<file path="src/rtl/crf_pkg.sv">
// Package: shared widths and command encoding for the condition register unit.
// Assumes eight fields of four bits; field 0 is the top nibble.
package crf_pkg;
    localparam int unsigned FIELDS  = 8;
    localparam int unsigned FW      = 4;
    localparam int unsigned CRW     = FIELDS * FW;

    typedef enum logic [1:0] {
        CMD_IDLE  = 2'd0,
        CMD_MOVE  = 2'd1,
        CMD_REC   = 2'd2,
        CMD_STCX  = 2'd3
    } crf_cmd_e;

    // Bit order inside field 0 (within the nibble, msb first).
    localparam int unsigned B_LT = 3;
    localparam int unsigned B_GT = 2;
    localparam int unsigned B_EQ = 1;
    localparam int unsigned B_SO = 0;
endpackage

</file>
<file path="src/rtl/crf_mask_expand.sv">
// Module: crf_mask_expand
// Expands a per-field mask into per-field write enables, gated by a move request.
// Assumes field i of the register occupies bits FW*i+FW-1 .. FW*i.
module crf_mask_expand #(
    parameter int unsigned FIELDS = 8
) (
    input  logic              move_en,
    input  logic [FIELDS-1:0] mask,
    output logic [FIELDS-1:0] fld_we
);
    for (genvar i = 0; i < FIELDS; i++) begin : g_we
        // Gate each field's mask bit by the move request.
        always_comb fld_we[i] = move_en & mask[i];
    end
endmodule

</file>
<file path="src/rtl/crf_cr0_gen.sv">
// Module: crf_cr0_gen
// Builds the new top-field value for the record-update and conditional-store commands.
// Assumes the caller only uses the result when one of those commands is active.
module crf_cr0_gen #(
    parameter int unsigned FW = 4
) (
    input  logic          is_stcx,
    input  logic [FW-1:0] rec_val,
    input  logic          st_ok,
    input  logic          sum_ovf,
    output logic [FW-1:0] cr0_new
);
    import crf_pkg::*;
    // Pick the record value or compose the store-conditional result.
    always_comb begin
        cr0_new = rec_val;
        if (is_stcx) begin
            cr0_new       = '0;
            cr0_new[B_EQ] = st_ok;
            cr0_new[B_SO] = sum_ovf;
        end
    end
endmodule

</file>
<file path="src/rtl/crf_field.sv">
// Module: crf_field
// One 4-bit field register with two write ports; the move port wins when both are active.
// Assumes synchronous active-low reset to zero.
module crf_field #(
    parameter int unsigned FW = 4
) (
    input  logic          clk,
    input  logic          rst_n,
    input  logic          mv_we,
    input  logic [FW-1:0] mv_d,
    input  logic          c0_we,
    input  logic [FW-1:0] c0_d,
    output logic [FW-1:0] q
);
    // Hold, load from the move port, or load the top-field value.
    always_ff @(posedge clk) begin
        if (!rst_n)     q <= '0;
        else if (mv_we) q <= mv_d;
        else if (c0_we) q <= c0_d;
    end
endmodule

</file>
<file path="src/rtl/crf_unit.sv">
// Module: crf_unit (top)
// Condition register of FIELDS nibbles with masked move, top-field record update and
// conditional-store result. One command per cycle; the value is always on cr_out.
// Assumes field 0 maps to the most significant nibble and mask bit i to bits FW*i+FW-1..FW*i.
module crf_unit #(
    parameter int unsigned FIELDS = 8,
    parameter int unsigned FW     = 4,
    localparam int unsigned CRW   = FIELDS * FW
) (
    input  logic              clk,
    input  logic              rst_n,
    input  logic [1:0]        cmd,
    input  logic [CRW-1:0]    src_val,
    input  logic [FIELDS-1:0] fld_mask,
    input  logic [FW-1:0]     rec_val,
    input  logic              st_ok,
    input  logic              sum_ovf,
    output logic [CRW-1:0]    cr_out
);
    import crf_pkg::*;

    localparam int unsigned TOP = FIELDS - 1;

    crf_cmd_e        cmd_e;
    logic            move_en;
    logic            c0_en;
    logic [FIELDS-1:0] fld_we;
    logic [FW-1:0]   cr0_new;

    // Decode the command code into write requests.
    always_comb begin
        cmd_e   = crf_cmd_e'(cmd);
        move_en = (cmd_e == CMD_MOVE);
        c0_en   = (cmd_e == CMD_REC) || (cmd_e == CMD_STCX);
    end

    crf_mask_expand #(.FIELDS(FIELDS)) u_expand (
        .move_en (move_en),
        .mask    (fld_mask),
        .fld_we  (fld_we)
    );

    crf_cr0_gen #(.FW(FW)) u_cr0 (
        .is_stcx (cmd_e == CMD_STCX),
        .rec_val (rec_val),
        .st_ok   (st_ok),
        .sum_ovf (sum_ovf),
        .cr0_new (cr0_new)
    );

    for (genvar i = 0; i < FIELDS; i++) begin : g_fld
        if (i == TOP) begin : g_top
            crf_field #(.FW(FW)) u_f (
                .clk   (clk),
                .rst_n (rst_n),
                .mv_we (fld_we[i]),
                .mv_d  (src_val[FW*i +: FW]),
                .c0_we (c0_en),
                .c0_d  (cr0_new),
                .q     (cr_out[FW*i +: FW])
            );
        end else begin : g_low
            crf_field #(.FW(FW)) u_f (
                .clk   (clk),
                .rst_n (rst_n),
                .mv_we (fld_we[i]),
                .mv_d  (src_val[FW*i +: FW]),
                .c0_we (1'b0),
                .c0_d  ('0),
                .q     (cr_out[FW*i +: FW])
            );
        end
    end
endmodule

</file>
<file path="config.mk">
export PLATFORM = sky130hd
export DESIGN_NAME = crf_unit
export DESIGN_NICKNAME = d
export VERILOG_FILES = /design/src/rtl/crf_pkg.sv /design/src/rtl/crf_mask_expand.sv /design/src/rtl/crf_cr0_gen.sv /design/src/rtl/crf_field.sv /design/src/rtl/crf_unit.sv
export SDC_FILE = /design/constraint.sdc
export NUM_CORES = 1
export LEC_CHECK = 0
export BUFFER_PORTS_ARGS = -buffer_cell sky130_fd_sc_hd__buf_2
export CORE_ASPECT_RATIO = 1.5
export CORE_MARGIN = 10
export CORE_UTILIZATION = 38
export DETAILED_ROUTE_END_ITERATION = 12
export PLACE_DENSITY = 0.73
export SLEW_MARGIN = 5
export SYNTH_ARGS = -nofsm -noshare
export SYNTH_HDL_FRONTEND = slang
export SYNTH_SLANG_ARGS = --single-unit
export TNS_END_PERCENT = 1
</file>
<file path="constraint.sdc">
create_clock -name clk -period 0.8 [get_ports clk]
set_input_delay 0.2 -clock clk [delete_from_list [all_inputs] [get_ports clk]]
set_output_delay 0.2 -clock clk [all_outputs]
set_load 0.005 [all_outputs]
</file>
==> results of run 1 <==
==> worst min-delay path: stages <==
cell	delay, ns
buf_2	0.09
nand3_1	0.05
a21boi_1	0.05
==> worst max-delay path by stage <==
stage / startpoint / end / slack (ns)
5_1_grt: g_fld[3].g_low.u_f.q[1] / cr_out[13] / -0.15
3_3_place_gp: cmd[1] / g_fld[7].g_top.u_f.q[0] / -0.22
4_1_cts: g_fld[6].g_low.u_f.q[2] / cr_out[26] / -0.14
3_5_place_dp: cmd[1] / g_fld[0].g_low.u_f.q[1] / -0.24
2_1_floorplan: cmd[1] / g_fld[2].g_low.u_f.q[0] / 0.01
6_report: g_fld[3].g_low.u_f.q[1] / cr_out[13] / -0.12
==> synth_stat cells, drive strengths merged <==
cell,instances
dfxtp,32
nor2b,2
a211oi,4
o21ai,2
buf,5
mux2i,2
clkbuf,3
a21boi,30
nand2,29
nand3b,9
a32oi,2
nand2b,3
nand3,28
==> placed cells by master, fill, tap and decap left out, types with 3 or more instances in the layout <==
cell type,n
dfxtp_2,32
a211oi_1,4
buf_12,3
nand2b_1,3
buf_4,14
nand3_1,28
a21boi_0,3
nand3b_1,9
buf_6,19
nand2_1,29
buf_2,61
clkbuf_8,5
a21boi_1,27
==> timing repair <==
action / 4_1_cts / 5_1_grt
hold endpoints to repair: 0 / 0
hold buffers: 0 / 0
pin swaps: 0 / 2
buffers inserted: 0 / 1
endpoints found under the setup margin: 32 / 38
resized for setup: 42 / 11
==> layer usage <==
metal  part of all wire, %  track usage, %  up-vias
met3                    12            7.24        2
met5                     0               0        -
li1                      -               -      730
met2                    50            22.6       60
met1                    38            15.0      663
met4                  0.44            4.04        0
==> power breakdown <==
group	switching [W]	internal, W
logic	0.000232	0.000325
clock network	0.000604	0.000921
registers	0.0000357	0.00166
==> per-stage QoR <==
stage	util, %	hold slack [ns]
6_report	64.2	0.152
4_1_cts	62.5	0.145
3_3_place_gp	56.0	0.437
5_1_grt	64.2	0.161
2_1_floorplan	-	0.346
3_5_place_dp	56.0	0.444
==> area by class of cell <==
type                    count  area [um2]
fillers                   308        1220
repair buffers             98         692
flip-flops and latches     32         681
multi-input cells         111         658
clock buffers               5        68.8
well taps                  42        52.6
clock inverters             3        42.5
==> kinds of logic (layout without fill, tap and decap cells) <==
kind of cell    after synthesis  in the layout
simple gates                 71             71
compound gates               38             38
flops                        32             32
buf+inv                       8            106
mux                           2              2
==> flip-flops by register name, summed over array words and instances (netlist names) <==
register,count
g_fld.g_low.u_f.q,28
g_fld.g_top.u_f.q,4
==> metrics, run 1 <==
port buffer count approximately 80; Slew @ Worst Pin 0.195 ns; mux contribution to synthesized area ~1.5%; clock sink count 32; library cells used by synthesis 16; CP Launch Type register; status finished with violations; Final Hold Viols 0; Initial Util 39.2%; Layout Cells excl Fill 291; GP Congestion 0.765; DRC viols 0; Pre-antenna DRT Iters 4; syn_area_per_cell about 8.9 um2; syn nets 201; number of I/O pins between 80 and 90; fin. max-slew vios 0; CP Buf/Inv Count 1; Die X between 60 and 70 um; core area around 3400 um2; initial antenna violation count 0; Synth Area in Compound Gates a little over a fifth; Lkg Pwr a little under 1 nW; global route total overflow 0; fin crit share 116%; setup violators final 32; CTS Buffer Depth 2; maximum VDD drop approximately 1.9 mV; clk_skew 0 ns; total power 0.00378 W; Vias/cell around 5; final worst setup slack -0.124 ns; crit path DAT approximately 0.72 ns; worst skew pair latency 0.28 ns; Synth top area share a little under half; Site Rows 26; simple-gate share of the synthesized area roughly a quarter; Syn Inst Count between 150 and 200; final net count just under 300; Reg-to-Reg End g_fld[7].g_top.u_f.q[0]; Worst Path Max Fanout 2; DR vias ~1500; crit path time final roughly 0.92 ns; instance count on the critical path 1; Reg2Reg Launch Point g_fld[7].g_top.u_f.q[0]; first-pass GRT wire length 7020 um; Yosys top cell by area dfxtp_1; Cell Chain, Critical Path buf_2; Final ANT Viol Nets 0; number of global-route vias before repair about 1600; FF-to-FF path depth 2; die height around 93 um; Area after DPL about 1900 um2; hold_sp src_val[12]; hold-critical path depth 3; RSZ-0062 raised after global routing true; crit-path max cell delay between 0.3 and 0.4 ns; post-route cell area 2190 um2; Synth warnings 0; root buffer cell clkbuf_8; top cells by area, synth dfxtp_1 48%, a21boi_1 15%, nand3_1 10%; HPWL Detailed 3430 um; largest family of logic cells by synthesized area simple AND/OR/NAND/NOR gates; H-tree levels 2; sequential area share after synthesis a little under half; WS Path Type reg2out; Reg clk slew, reported paths roughly 0.080 ns; Max Clk Rate 1080 MHz; Slew headroom 86.9%; post-synthesis adder-cell area fraction 0%; worst hold endpoint g_fld[3].g_low.u_f.q[0]; CTS Buf Count 5; ANT cells 0; max_cap viols 0; largest net degree at the start of global routing 17; pre-CTS setup slack -0.239 ns; Wirelength per Cell ~15 um; R2R setup slack 0.12 ns; die area 6340 um2; Placed Instances 282; routed wire length ~4300 um; Mapped Area between 1000 and 1500 um2; failing checks setup timing; gr usage total about 14%; Slowest-stage cell, CP dfxtp_2; area grow syn2layout 64.1%; Worst EP required about 0.6 ns; Yosys reg bits 32; xor-xnor portion of the synthesized cell area 0%; CTS tree done; PwrDens approximately 1700 nW/um2; kind of cell adding the most delay to the critical path flip-flops; HP Class in2reg; Initial DRC Count 64; setup_tns -3.57 ns; CP endpoint kind primary output; share of post-route cells with drive strength above 1 55.8%
Note: power is estimated with default switching activity, not from simulation.
==> run 2: changes to the inputs <==
--- a/config.mk
+++ b/config.mk
@@ -8,9 +8,11 @@
 export BUFFER_PORTS_ARGS = -buffer_cell sky130_fd_sc_hd__buf_2
 export CORE_ASPECT_RATIO = 1.5
 export CORE_MARGIN = 10
-export CORE_UTILIZATION = 38
+export CORE_UTILIZATION = 42
+export CTS_CLUSTER_SIZE = 40
 export DETAILED_ROUTE_END_ITERATION = 12
-export PLACE_DENSITY = 0.73
+export PLACE_DENSITY = 0.76
+export REMOVE_ABC_BUFFERS = 1
 export SLEW_MARGIN = 5
 export SYNTH_ARGS = -nofsm -noshare
 export SYNTH_HDL_FRONTEND = slang
==> constraint.sdc (replaced) <==
create_clock -name clk -period 0.9 [get_ports clk]
set_input_delay 0.225 -clock clk [delete_from_list [all_inputs] [get_ports clk]]
set_output_delay 0.225 -clock clk [all_outputs]
set_load 0.005 [all_outputs]
==> run 2 against run 1 <==
Utilization grew 5.8 points. First-iteration DRC count grew 25%. The flow still finishes with violations (setup timing). Sequential share of layout area grew 0.36 points. Largest power group unchanged.
==> metrics, run 2 (synthesized netlist as in run 1, its figures left out) <==
max_cap viols 0 (unchanged); initial antenna violation count 0 (unchanged); Pre-antenna DRT Iters 4 (unchanged); HPWL Detailed 3620 um (+5.6%); GR Util met2 30.6% (+8.0 points); number of I/O pins 82 (unchanged); HP Class in2reg; global route total overflow 0 (unchanged); Reg clk slew, reported paths 0.06 ns (-0.02 ns); largest net degree at the start of global routing 15 (-2); ANT cells 0 (unchanged); Initial DRC Count 80 (+25%); routed wire length 4680 um (+8.0%); maximum VDD drop 1.08 mV (-43%); DR vias 1491 (+2.5%); Flop pwr share 48.7% (+3.8 points); Clock power frac 35.7% (-4.6 points); Worst Path Max Fanout 2 (unchanged); Max Clk Rate about 1100 MHz; largest registers g_fld.g_low.u_f.q: 28 flops, g_fld.g_top.u_f.q: 4 flops; CP Buf/Inv Count 1 (unchanged); CTS Buffer Depth 2 (unchanged); Placed Instances 277 (-1.8%); gr busiest metal met2; Initial Util 43.2% (+4.0 points); P_int 0.00238 W (-18%); Wirelength per Cell 16.4 um (+10%); Vias/cell 5.23 (+4.6%); CTS hold repair buffers 0 (unchanged); CTS Buf Count 5 (unchanged); Net Sw Frac 23.5% (+0.42 points); Hold Slack 0.186 ns (+0.0340 ns); root buffer cell clkbuf_8; setup violators final 32 (unchanged); final net count 294 (-1.3%); kind of cell adding the most delay to the critical path flip-flops; Layout Cells excl Fill 285 (-2.1%); P_sw 0.000732 W (-16%); first-pass GRT wire length 7110 um (+1.3%); port buffer count 81 (unchanged); crit-path max cell delay 0.33 ns (about the same); Worst EP required 0.67 ns (+0.07 ns); fin crit share 105%; grt met1 use 13.2% (-1.8 points); met3 Use GR 3.89% (-3.3 points); Slew headroom 85.1% (-1.8 points); crit path time final about 0.94 ns; instance count on the critical path 1 (unchanged); gr usage total 15.3% (+1.4 points); final cell utilization of the core 70.1% (+5.8 points); failing checks setup timing; Final ANT Viol Nets 0 (unchanged); Slew @ Worst Pin 0.222 ns (+0.0271 ns); Final Hold Viols 0 (unchanged); status finished with violations; worst skew pair latency 0.27 ns (about the same); RSZ-0062 raised after global routing true; WS Path Type reg2out; PwrDens 1440 nW/um2 (-17%); H-tree levels 2 (unchanged); clk_skew 0 ns (unchanged); share of post-route cells with drive strength above 1 54.3% (-1.5 points); CTS tree done; Reg with most FFs g_fld.g_low.u_f.q; hold-critical path depth 3 (unchanged); Lkg Pwr 0.941 nW (-3.2%); DRC viols 0 (unchanged); number of global-route vias before repair 1579 (-0.13%); area grow syn2layout 62.2%; Slowest-stage cell, CP dfxtp_2; GP Congestion 0.727 (-4.9%); final worst setup slack -0.0438 ns (+0.0805 ns); FF-to-FF path depth 2 (unchanged); commonest non-fill, non-tap cell in the layout buf_2; fin. max-slew vios 0 (unchanged); Cell Chain, Critical Path buf_6; Die X 66.1 um (-3.5%); die height 89.1 um (-3.8%); Site Rows 25 (-3.8%); crit path DAT 0.72 ns (about the same); core area 3100 um2 (-9.3%); clock sink count 32 (unchanged); max FFs per register 28 (unchanged); Logic pwr share 15.6% (+0.9 points); CP Launch Type register; CP endpoint kind primary output; die area 5890 um2 (-7.1%); commonest cells after routing, fill and taps aside 53 x buf_2, 32 x dfxtp_2, 29 x nand2_1
## run 2: cell types whose count changed in the layout (fill, tap and decap cells not counted), sizes merged
cell | before | now
bufinv | 1 | 0
clkinvlp | 1 | 0
clkinv | 1 | 0
clkbuf | 6 | 8
buf | 97 | 94
## run 2: worst paths after layout
kind | start | end | slack [ns]
hold / removal | src_val[13] | g_fld[3].g_low.u_f.q[1] | 0.19
setup / recovery | g_fld[1].g_low.u_f.q[3] | cr_out[7] | -0.04
hold reg to reg | g_fld[5].g_low.u_f.q[2] | g_fld[5].g_low.u_f.q[2] | 0.45
setup reg to reg | g_fld[7].g_top.u_f.q[1] | g_fld[7].g_top.u_f.q[1] | 0.17
## run 2: per-stage QoR
stage | instance area [um2] | TNS (ns) | setup slack [ns] | total power [W]
final | 2170 | -1.04 | -0.0438 | 0.00312
after global routing | 2170 | -1.72 | -0.0645 | 0.00325
after CTS | 2080 | -1.38 | -0.0514 | 0.00312
after detailed placement | 1860 | -5.65 | -0.228 | 0.00196
after global placement | 1860 | -4.38 | -0.166 | 0.00195
after floorplan | 1290 | -8.99 | -0.362 | 0.00166
## run 2: tightest hold or removal path, cell delays in order
cell	delay [ns]
buf_2	0.10
nand3_1	0.05
a21boi_1	0.05
## run 2: power by group through the flow
stage	Clock, W	Combinational (W)	Sequential, W
6_report	0.00111	0.000486	0.00152
3_5_place_dp	0	0.000431	0.00153
3_3_place_gp	0	0.000426	0.00153
5_1_grt	0.00120	0.000536	0.00152
2_1_floorplan	0	0.000131	0.00153
4_1_cts	0.00114	0.000464	0.00151
## run 2: timing repair
item / 4_1_cts / 5_1_grt
resized for setup: 47 / 14
setup buffers: 0 / 0
endpoints found under the setup margin: 32 / 45
## run 2: layout make-up
type / instances / area (um2)
well taps: 40 / 50.0
flip-flops and latches: 32 / 681
fillers: 267 / 927
multi-input cells: 111 / 658
clock buffers: 8 / 90.1
repair buffers: 94 / 691
## run 2: metal layers
layer	share of wire, %	vias to the layer above
li1	-	718
met1	32	710
met2	59	50
met5	0	-
met4	3.2	0
met3	5.2	13
==> run 3: changes to the inputs <==
--- a/config.mk
+++ b/config.mk
@@ -8,13 +8,14 @@
 export BUFFER_PORTS_ARGS = -buffer_cell sky130_fd_sc_hd__buf_2
 export CORE_ASPECT_RATIO = 1.5
 export CORE_MARGIN = 10
-export CORE_UTILIZATION = 42
+export CORE_UTILIZATION = 45
 export CTS_CLUSTER_SIZE = 40
 export DETAILED_ROUTE_END_ITERATION = 12
-export PLACE_DENSITY = 0.76
+export PLACE_DENSITY = 0.77
 export REMOVE_ABC_BUFFERS = 1
 export SLEW_MARGIN = 5
 export SYNTH_ARGS = -nofsm -noshare
 export SYNTH_HDL_FRONTEND = slang
+export SYNTH_HIERARCHICAL = 1
 export SYNTH_SLANG_ARGS = --single-unit
 export TNS_END_PERCENT = 1
==> run 3 against run 2 <==
The run still ends with setup timing left. Die area rose by 10%. Clock power barely moved. Cell area rose by 21%. Wire length fell by 10%. Critical path type is now in2reg. Largest power group unchanged.
==> metrics, run 3 <==
Synth async-reset ratio 0% (unchanged); Initial DRC Count 48 (-40%); post-route cell area 2620 um2 (+21%); Slew headroom 61.0% (-24 points); final worst setup slack -0.172 ns (-0.128 ns); setup_tns -3.05 ns (-2.00 ns); largest net degree at the start of global routing 33 (+18); largest registers g_fld.g_low.u_f/q: 28 flops, g_fld.g_top.u_f/q: 4 flops; maximum VDD drop 1.04 mV (-3.3%); Slew @ Worst Pin 0.585 ns (+0.364 ns); Worst Path Max Fanout 4 (+2); Mapped Area 1630 um2 (+22%); xor-xnor portion of the synthesized cell area 0% (unchanged); failing checks setup timing; port buffer count 81 (unchanged); Yosys top cell by area dfxtp_1; RSZ-0062 raised after global routing true; Cell Chain, Critical Path buf_2, and2_4, mux2_4, mux2_4, o211a_1; Max Clk Rate 933 MHz (-12%); crit-path max cell delay 0.30 ns (-0.03 ns); worst skew pair latency 0.27 ns (about the same); Die X 69.2 um (+4.7%); syn_area_per_cell 11.3 um2 (+28%); Reg with most FFs g_fld.g_low.u_f/q; Yosys reg bits 32 (unchanged); Initial Util 47.3% (+4.1 points); status finished with violations; mux contribution to synthesized area 23.5% (+22 points); total power 0.00343 W (+10%); initial antenna violation count 0 (unchanged); Site Rows 26 (+4.0%); Post-synth EDFFs 0 (unchanged); Lkg Pwr 1.55 nW (+65%); CP endpoint kind register; HPWL Detailed 3340 um (-7.8%); CP Launch Type input pin; Hold Slack 0.263 ns (+0.0765 ns); Synth top area share 39.3% (-8.6 points); CTS Buffer Depth 2 (unchanged); GP Congestion 0.759 (+4.4%); Pre-antenna DRT Iters 4 (unchanged); Final ANT Viol Nets 0 (unchanged); commonest cells after routing, fill and taps aside 59 x buf_2, 56 x conb_1, 32 x nand2b_1, 32 x o211a_1, 30 x mux2_1; Synth warnings 6 (+6); max FFs per register 28 (unchanged); sequential area share after synthesis 39.3% (-8.6 points); DR vias 1504 (+0.87%); Syn Inst Count 144 (-4.6%); fillers 268 (+0.37%); Layout Cells excl Fill 332 (+16%); max_cap viols 0 (unchanged); crit path time final 1.07 ns (+0.128 ns); Commonest cells post-synth 32 x dfxtp_1, 32 x mux2_1, 32 x nand2b_1, 32 x o211a_1, 9 x and2_1; FF/Latch Area 676 um2 (-0.74%); Reg clk slew, reported paths 0.06 ns (about the same); number of global-route vias before repair 1576 (-0.19%); Area after DPL 2310 um2 (+24%); Wirelength per Cell 12.7 um (-23%); fin. max-slew vios 0 (unchanged); WS Path Type in2reg; die height 93.7 um (+5.2%); Slowest-stage cell, CP mux2_4; fin crit share 119% (+14 points); post-synthesis adder-cell area fraction 0% (unchanged); clock sink count 32 (unchanged); Synth Area in Compound Gates 19.6% (-1.5 points); core area 3450 um2 (+11%); HP Class in2reg; top cells by area, synth dfxtp_1 39%, mux2_1 22%, o211a_1 20%; CTS Buf Count 5 (unchanged); footprint of the multi-input gates 1230 um2 (+87%); DRC viols 0 (unchanged); H-tree levels 2 (unchanged); root buffer cell clkbuf_8; share of post-route cells with drive strength above 1 46.2% (-8.1 points); CTS hold repair buffers 0 (unchanged); Worst EP required 1.06 ns (+0.39 ns); number of I/O pins 82 (unchanged); top_reg_cell synth dfxtp_1; CTS tree done; commonest non-fill, non-tap cell in the layout buf_2; Placed Instances 324 (+17%); global route total overflow 0 (unchanged); simple-gate share of the synthesized area 17.2% (-9.0 points); gr usage total 13.0% (-2.3 points); crit path DAT 1.23 ns (+0.51 ns); first-pass GRT wire length 6910 um (-2.8%); CP dominant cell by count mux2_4; clk_skew 0 ns (unchanged); final net count 339 (+15%); area grow syn2layout 60.4%; library cells used by synthesis 10 (-6); routed wire length 4200 um (-10%); ANT cells 0 (unchanged); PwrDens 1310 nW/um2 (-8.8%); setup violators final 64 (+100%); post-CTS setup buffer count 0 (unchanged); largest family of logic cells by synthesized area multiplexers; Vias/cell 4.53 (-13%); Final Hold Viols 0 (unchanged); die area 6480 um2 (+10%)
run 3: cell types whose count changed in the layout (fill, tap and decap cells not counted), sizes merged, moves of 28 or more:
| cell | previous run | this run |
|---|---|---|
| nand2b | 3 | 32 |
| o211a | 0 | 32 |
| mux2 | 0 | 34 |
| conb | 0 | 56 |
| nand2 | 29 | 0 |
| a21boi | 30 | 0 |
| nand3 | 28 | 0 |
run 3: layout make-up:
type / instances / share of cell area (%)
Clock buffer: 8 / 3.44
Multi-Input combinational cell: 166 / 47.1
Sequential cell: 32 / 25.8
Tap cell: 42 / 2.01
Timing Repair Buffer: 84 / 21.6
run 3: final timing paths:
path	slack (ns)	to	cells after the start	startpoint
worst min register to register	0.58	g_fld[1].g_low.u_f/q[0]	2	g_fld[1].g_low.u_f/q[0]
worst max register to register	-0.02	g_fld[5].g_low.u_f/q[1]	2	g_fld[5].g_low.u_f/q[1]
worst max-delay path	-0.17	g_fld[7].g_top.u_f/q[1]	5	cmd[1]
worst min-delay path	0.26	g_fld[0].g_low.u_f/q[0]	3	src_val[0]
run 3: metal layers:
layer	wire, um	vias up	share of wire (%)	GRT usage, %
met2	2390	44	57	25.6
met5	0	-	0	0
met1	1470	688	35	11.3
met3	269	8	6.4	4.44
met4	74	0	1.8	6.23
li1	-	764	-	-
run 3: critical path: cells and delay by family:
family | cells | cell delay [ns]
muxes | 2 | 0.55
buffers and inverters | 1 | 0.09
and+or+nand+nor | 1 | 0.16
AOI/OAI and AO/OA | 1 | 0.20
run 3: logic make-up after synthesis:
group                  count (synthesis)
other                                  1
flip-flops                            32
buffers and inverters                  1
AND/OR/NAND/NOR                       44
multiplexers                          34
AO/OA/AOI/OAI                         32
run 3: power by group:
group | switching [W] | total, W | internal (W)
logic | 0.000253 | 0.000716 | 0.000463
clock network | 0.000482 | 0.00110 | 0.000623
registers | 0.0000586 | 0.00161 | 0.00155
total | 0.000794 | 0.00343 | 0.00263
run 3: repair_timing:
| item | CTS | global route |
|---|---|---|
| setup endpoints to repair | 64 | 64 |
| pin swaps | 1 | 1 |
| resized for setup | 49 | 23 |
run 3: per-stage QoR:
step / util [%] / worst slack (ns)
4_1_cts: 73.2 / -0.161
2_1_floorplan: - / -0.398
3_3_place_gp: 67.1 / -0.524
6_report: 75.9 / -0.172
5_1_grt: 75.9 / -0.165
3_5_place_dp: 67.1 / -0.546
